**src/rtl/irqc_pkg.sv**
```systemverilog
package irqc_pkg;

    typedef enum logic {
        REG_ENABLE = 1'b0,
        REG_FLAGS  = 1'b1
    } irqc_reg_e;

endpackage

```
**src/rtl/irqc_flags.sv**
```systemverilog
module irqc_flags #(
    parameter int unsigned N_SRC = 8
) (
    input  logic             clk,
    input  logic             rst_n,
    input  logic [N_SRC-1:0] src_req,
    input  logic             en_we,
    input  logic             clr_we,
    input  logic [N_SRC-1:0] wdata,
    output logic [N_SRC-1:0] en_q,
    output logic [N_SRC-1:0] flag_q
);

    typedef struct packed {
        logic [N_SRC-1:0] en;
        logic [N_SRC-1:0] flag;
    } bank_t;

    bank_t bank_d, bank_q;

    always_comb begin
        bank_d = bank_q;
        if (en_we) begin
            bank_d.en = wdata;
        end
        // a new request wins over a clear in the same cycle
        bank_d.flag = (bank_q.flag & ~(clr_we ? wdata : '0)) | (src_req & bank_q.en);
    end

    always_ff @(posedge clk) begin
        if (!rst_n) begin
            bank_q <= '0;
        end else begin
            bank_q <= bank_d;
        end
    end

    assign en_q   = bank_q.en;
    assign flag_q = bank_q.flag;

    for (genvar g = 0; g < N_SRC; g++) begin : g_chk
        AST_FLAG_NEEDS_ENABLE: assert property (@(posedge clk) disable iff (!rst_n)
            (flag_q[g] && !$past(flag_q[g])) |-> $past(src_req[g] && en_q[g]));
        AST_FLAG_STICKY: assert property (@(posedge clk) disable iff (!rst_n)
            ($past(flag_q[g]) && !flag_q[g]) |-> $past(clr_we && wdata[g]));
    end

endmodule

```
**src/rtl/irqc_arbiter.sv**
```systemverilog
module irqc_arbiter #(
    parameter int unsigned N_SRC = 8,
    parameter int unsigned IDX_W = 4
) (
    input  logic             nmi_pend,
    input  logic [N_SRC-1:0] flags,
    input  logic [N_SRC-1:0] enables,
    input  logic             mask,
    output logic             hit,
    output logic [IDX_W-1:0] idx
);

    logic [N_SRC-1:0] live;

    assign live = flags & enables & {N_SRC{~mask}};

    always_comb begin
        hit = 1'b0;
        idx = '0;
        // scan from lowest priority so the lowest index is written last
        for (int i = N_SRC - 1; i >= 0; i--) begin
            if (live[i]) begin
                hit = 1'b1;
                idx = IDX_W'(i + 1);
            end
        end
        if (nmi_pend) begin
            hit = 1'b1;
            idx = '0;
        end
    end

endmodule

```
**src/rtl/prio_irq_ctrl.sv**
```systemverilog
module prio_irq_ctrl #(
    parameter int unsigned N_PIN = 4,
    parameter int unsigned N_PER = 4,
    localparam int unsigned N_SRC = N_PIN + N_PER,
    localparam int unsigned IDX_W = $clog2(N_SRC + 1)
) (
    input  logic             clk,
    input  logic             rst_n,
    input  logic             nmi_in,
    input  logic [N_PIN-1:0] pin_req,
    input  logic [N_PER-1:0] per_req,
    input  logic             reg_wr,
    input  logic             reg_addr,
    input  logic [N_SRC-1:0] reg_wdata,
    output logic [N_SRC-1:0] reg_rdata,
    input  logic             mask_i,
    input  logic             irq_ack,
    output logic             irq_valid,
    output logic [IDX_W-1:0] irq_idx
);
    import irqc_pkg::*;

    typedef struct packed {
        logic             nmi_prev;
        logic             nmi_pend;
        logic             valid;
        logic [IDX_W-1:0] idx;
    } out_t;

    out_t st_d, st_q;

    logic [N_SRC-1:0] en_q, flag_q;
    logic             en_we, clr_we;
    logic             arb_hit;
    logic [IDX_W-1:0] arb_idx;
    irqc_reg_e        sel;

    assign sel    = irqc_reg_e'(reg_addr);
    assign en_we  = reg_wr && (sel == REG_ENABLE);
    assign clr_we = reg_wr && (sel == REG_FLAGS);

    irqc_flags #(.N_SRC(N_SRC)) flags_i (
        .clk     (clk),
        .rst_n   (rst_n),
        .src_req ({per_req, pin_req}),
        .en_we   (en_we),
        .clr_we  (clr_we),
        .wdata   (reg_wdata),
        .en_q    (en_q),
        .flag_q  (flag_q)
    );

    irqc_arbiter #(.N_SRC(N_SRC), .IDX_W(IDX_W)) arb_i (
        .nmi_pend (st_q.nmi_pend),
        .flags    (flag_q),
        .enables  (en_q),
        .mask     (mask_i),
        .hit      (arb_hit),
        .idx      (arb_idx)
    );

    always_comb begin
        st_d          = st_q;
        st_d.nmi_prev = nmi_in;
        if (st_q.valid && irq_ack && (st_q.idx == '0)) begin
            st_d.nmi_pend = 1'b0;
        end
        if (nmi_in && !st_q.nmi_prev) begin
            st_d.nmi_pend = 1'b1;
        end
        if (st_q.valid) begin
            if (irq_ack) begin
                st_d.valid = 1'b0;
            end
        end else begin
            st_d.valid = arb_hit;
            st_d.idx   = arb_idx;
        end
    end

    always_ff @(posedge clk) begin
        if (!rst_n) begin
            st_q          <= '0;
            st_q.nmi_prev <= 1'b1;   // a level present in reset is no edge
        end else begin
            st_q <= st_d;
        end
    end

    assign irq_valid = st_q.valid;
    assign irq_idx   = st_q.idx;
    assign reg_rdata = (sel == REG_FLAGS) ? flag_q : en_q;

    localparam logic [N_SRC-1:0] ONE_HOT0 = N_SRC'(1);
    logic [N_SRC-1:0] live_now;
    assign live_now = flag_q & en_q;

    AST_HOLD_UNTIL_ACK: assert property (@(posedge clk) disable iff (!rst_n)
        (irq_valid && !irq_ack) |=> (irq_valid && $stable(irq_idx)));
    AST_DROP_AFTER_ACK: assert property (@(posedge clk) disable iff (!rst_n)
        (irq_valid && irq_ack) |=> !irq_valid);
    AST_MASK_GATES: assert property (@(posedge clk) disable iff (!rst_n)
        ($rose(irq_valid) && (irq_idx != '0)) |-> !$past(mask_i));
    AST_WINNER_ENABLED: assert property (@(posedge clk) disable iff (!rst_n)
        ($rose(irq_valid) && (irq_idx != '0))
            |-> (|($past(live_now) & (ONE_HOT0 << (irq_idx - IDX_W'(1))))));
    AST_NMI_FROM_EDGE: assert property (@(posedge clk) disable iff (!rst_n)
        $rose(st_q.nmi_pend) |-> $past(nmi_in));

endmodule

```
**config.mk**
```make
export PLATFORM = sky130hd
export DESIGN_NAME = prio_irq_ctrl
export DESIGN_NICKNAME = d
export VERILOG_FILES = /design/src/rtl/irqc_pkg.sv /design/src/rtl/irqc_flags.sv /design/src/rtl/irqc_arbiter.sv /design/src/rtl/prio_irq_ctrl.sv
export SDC_FILE = /design/constraint.sdc
export NUM_CORES = 1
export LEC_CHECK = 0
export ABC_CLOCK_PERIOD_IN_PS = 1110
export BUFFER_PORTS_ARGS = -buffer_cell sky130_fd_sc_hd__buf_4
export CAP_MARGIN = 20
export CORE_UTILIZATION = 35
export DETAILED_ROUTE_END_ITERATION = 12
export GPL_ROUTABILITY_DRIVEN = 1
export SLEW_MARGIN = 40
export SYNTH_ARGS = -nofsm -noshare
export SYNTH_HDL_FRONTEND = slang
export SYNTH_SLANG_ARGS = --single-unit
export TNS_END_PERCENT = 30
```
**constraint.sdc**
```tcl
create_clock -name clk -period 1.11 [get_ports clk]
set_input_delay 0.222 -clock clk [delete_from_list [all_inputs] [get_ports clk]]
set_output_delay 0.222 -clock clk [all_outputs]
set_load 0.02 [all_outputs]
```
Word-level counts from Yosys, hierarchy flattened. Index checks and enable logic that the tools add are counted.

Register bits: 23. Bits of input ports: 23. Output and inout port bits: 13.

Muxes and demuxes: 24. Bitwise gates (word level): 8. Reduce and logical (&&, ||, !) cells: 8.

Operators by type and width (number): 2-to-1 mux 4 bit (9); bitwise AND 8 bit (4); 2-to-1 mux 8 bit (2); 2-to-1 mux 1 bit (13); inverter 8 bit (1); bitwise OR 8 bit (1); logical AND 1 bit (5); logical NOT 4 bit (1); inverter 1 bit (2); nonzero test 2 bit (1); logical NOT 1 bit (1).

Depth between registers and ports, before layout.
Depth after elaboration: 12. Mapped depth: 6. Mapped depth without buffers: 4.

By module. A second synthesis with hierarchy kept.

Cell total of the unflattened synthesis: 123. Area, all modules: 1241.2 um^2.

Modules (own cells, without submodules): irqc_flags (instances 1, cells an instance 60, area each 629.4 um^2); prio_irq_ctrl (instances 1, cells an instance 40, area each 467.9 um^2); irqc_arbiter (instances 1, cells an instance 23, area each 143.9 um^2).

Least setup slack after synthesis. Ideal clock, no wire load.

Path type: reg2reg. Start: reg st_q (netlist bit irq_valid). End: reg st_q (netlist bit irq_idx[3]). Library setup time: 0.117 ns. Arrival: 1.132 ns. Slack: -0.139 ns. Cell stages (with the launch flop): 6. Buffers on the path: 1. Period minus slack after synthesis: 1.249 ns. Cells stage by stage: dfxtp_1 clkbuf_1 nor2_1 o211ai_1 nor3_2 a32o_1.

RTL lines: from (decl) (RTL line prio_irq_ctrl.sv:30) `out_t st_d, st_q;`; from (signal assigned) (RTL line prio_irq_ctrl.sv:86) `st_q <= st_d;`.

Worst setup path after layout.
Start: reg flags_i.bank_q (netlist bit flags_i.flag_q[6]). End: out reg_rdata[6].

Word-level cells in the longest chain between the ends: 1.

RTL lines: from (decl) (RTL line irqc_flags.sv:19) `bank_t bank_d, bank_q;`; from (signal assigned) (RTL line irqc_flags.sv:34) `bank_q <= bank_d;`; 2-to-1 mux 8 bit (RTL line prio_irq_ctrl.sv:92) `assign reg_rdata = (sel == REG_FLAGS) ? flag_q : en_q;`; to (decl) (RTL line prio_irq_ctrl.sv:15) `output logic [N_SRC-1:0] reg_rdata,`.

No other way between the ends.

==> flow_summary.json <==
{
  "die_h_um": 58.8,
  "ys_seq_elements": 23,
  "syn_inst": 121,
  "ff2ff_setup_slack_ns": -0.12,
  "core_sq_um": 3050,
  "min_to": "st_q[6]",
  "power.net_switching_mw": 0.406,
  "cp-start-kind": "register",
  "routabilityCongestion": 0.741,
  "multi_input_area_sq_um": 633,
  "dpl.hpwl_um": 2040,
  "synth_xor_xnor_area_share_pct": 0,
  "crit_top_cell": "buf_6",
  "fmax_mhz": 725,
  "yosys.area_share.simple_pct": 22.3,
  "synth_top_family_by_area": "simple AND/OR/NAND/NOR gates",
  "seqCellArea_sq_um": 487,
  "synth_nets": 144,
  "fin_crit_sh_pct": 124,
  "final_common_cell": "buf_4",
  "switching_share_pct": 25.2,
  "reg2reg_from": "flags_i.en_q[1]",
  "min_path_cells": 2,
  "synth.avg_cell_area_sq_um": 9.34,
  "grt_pass1_wl_um": 4840,
  "first_pass_iters": 5,
  "holdCritStartpoint": "nmi_in",
  "total_power_mw": 1.61,
  "port_buffers": 35,
  "setup.worst_path.class": "register to output port",
  "ys_seq_area_share_pct": 40.8,
  "hold_viol_final": 0,
  "clkTransAtPathRegs_ns": 0.12,
  "leakage_nw": 0.743,
  "worst_pin_slew_ns": 0.239,
  "drc_errors": 0,
  "async_flop_share_pct": 0,
  "critical_path_arrival_ns": 1.16,
  "path_max_fanout": 2,
  "tritoncts": "done",
  "rsz0062_at_grt": "true",
  "cts_max_level": 1,
  "syn2layout_area_growth_pct": 52.2,
  "cts_inserted_buffers": 3,
  "clkSinkCount": 23,
  "vias": 1065,
  "reg2reg_to": "irq_idx[2]",
  "end_kind": "output port",
  "insertion_delay_ns": 0.31,
  "path_cells": "buf_6, mux2_4, buf_6",
  "start_util_pct": 37.0,
  "synthAdderAreaFrac_pct": 0,
  "fillers": 302,
  "routed_via_density": 4.82,
  "synth_mux_area_share_pct": 15.1,
  "r2r_cells": 5,
  "setup_viol": 16,
  "die_w_um": 58.8,
  "slowest_stage": "dfxtp_2",
  "ys_warn_count": 0,
  "synth-edff-count": 0,
  "p_per_area_nw_per_um2": 936,
  "min_period_ns": 1.38,
  "p_clk_share_pct": 23.5,
  "seq_power_share_pct": 55.0,
  "antenna_cells": 0,
  "ir_worst_vdd_mv": 0.660,
  "relSlewSlack_pct": 84.1,
  "drv_slew": 0,
  "finalInstanceArea_sq_um": 1720,
  "antenna_found_initial": 0,
  "fin_ws_ns": -0.269,
  "p_int_mw": 1.20,
  "crit_path_start": "flags_i.flag_q[6]",
  "rows": 20,
  "cap_violations": 0,
  "drtAntennaViolNets": 0,
  "final_cell_mix": "48 x buf_4, 17 x nor2b_1, 15 x nand2_1, 15 x dfxtp_2, 14 x buf_6",
  "placement.cell_area_sq_um": 1510,
  "required_ns": 0.89,
  "drtIter0Drc": 27,
  "grt_max_degree": 25,
  "synthDistinctLibCells": 30,
  "ios": 36,
  "worst_hold_path_type": "input pin to register",
  "fin_nets": 201,
  "synth-compound-area-share_pct": 16.7,
  "die-area_sq_um": 3460,
  "cts_root_buf": "clkbuf_4",
  "failed_checks": "setup timing",
  "max_stage_delay_ns": 0.35,
  "grt.overflow.total": 0,
  "grt_usage_pct": 18.3,
  "fin_worst_skew_ns": 0.00447,
  "clock_path_buffers": 2,
  "synth-main-ff-cell": "dfxtp_1",
  "drive_above_1_share_pct": 52.5,
  "synth_area_sq_um": 1130,
  "wl_um": 2870,
  "grt_pass1_vias": 1125,
  "power_frac_comb_pct": 21.5,
  "outcome": "finished with violations",
  "avgRoutedWirePerCell_um": 13.0
}
## power groups by stage
stage,logic (mW),clock network (mW),registers [mW]
finish,0.346,0.379,0.885
global route,0.375,0.442,0.891
CTS,0.338,0.395,0.888
detailed placement,0.293,0,0.904
global placement,0.285,0,0.904
floorplan,0.148,0,0.901
## flip-flops by register name (all words and copies together), names as in the netlist
signal and cells:
st_q 2, irq_idx 4, flags_i.flag_q 8, irq_valid 1, flags_i.en_q 8
## how the worst max path moves through the flow
stage | slack (ns) | end | cells after the start
3_3_place_gp | -0.03 | irq_idx[0] | 4
2_1_floorplan | -0.02 | irq_idx[0] | 4
6_report | -0.27 | reg_rdata[6] | 3
5_1_grt | -0.32 | reg_rdata[6] | 3
4_1_cts | -0.28 | reg_rdata[6] | 3
3_5_place_dp | -0.06 | flags_i.en_q[5] | 5
## cell usage after synthesis, drive strengths merged, types with 3 or more instances
cell type / number / area, sq um
a32o: 3 / 30.0
a21oi: 4 / 20.0
clkbuf: 3 / 11.3
a22oi: 9 / 67.6
nand2: 16 / 62.6
mux2: 8 / 90.1
mux2i: 8 / 80.1
buf: 7 / 47.6
nor2b: 17 / 106
dfxtp: 23 / 460
## cell families (layout without fill, tap and decap cells)
| kind of cell | count (synthesis) | in the layout |
|---|---|---|
| AND/OR/NAND/NOR | 46 | 46 |
| buffers and inverters | 10 | 66 |
| multiplexers | 16 | 16 |
| AO/OA/AOI/OAI | 26 | 26 |
| flip-flops | 23 | 23 |
## critical path, delay by kind of cell (launching register included)
kind                   cells  cell delay (ns)
muxes                      1             0.25
buffers and inverters      2             0.24
DFF                        1             0.35
## final cells by class
type	count	share of cell area, %
Clock buffer	4	1.53
Multi-Input combinational cell	88	36.8
Sequential cell	23	28.3
Tap cell	44	3.20
Timing Repair Buffer	62	30.1
## metal layers
layer / GRT usage (%) / up-vias / part of all wire [%]
met5: 0 / - / 0
met1: 21.1 / 505 / 41
met2: 33.3 / 25 / 53
li1: - / 535 / -
met3: 5.71 / 0 / 5.1
met4: 3.06 / 0 / 0
## what timing repair did
item / 4_1_cts / 5_1_grt
gates resized for setup: 32 / 7
pin swaps: 2 / 0
endpoints found under the setup margin: 16 / 18
hold buffers: 0 / 0
setup buffers: 9 / 2
## stage by stage
step                      cells  TNS [ns]  setup slack [ns]  hold slack [ns]  utilization, %
after floorplan             121   -0.0277           -0.0185            0.295               -
after global placement      206   -0.0889           -0.0268            0.419            49.5
after detailed placement    206    -0.628           -0.0617            0.420            49.5
after CTS                   219     -2.41            -0.280           0.0983            55.4
after global routing        221     -3.28            -0.321            0.103            56.3
final                       221     -2.16            -0.269            0.105            56.3
No activity file was read; power rests on OpenSTA's default activity.
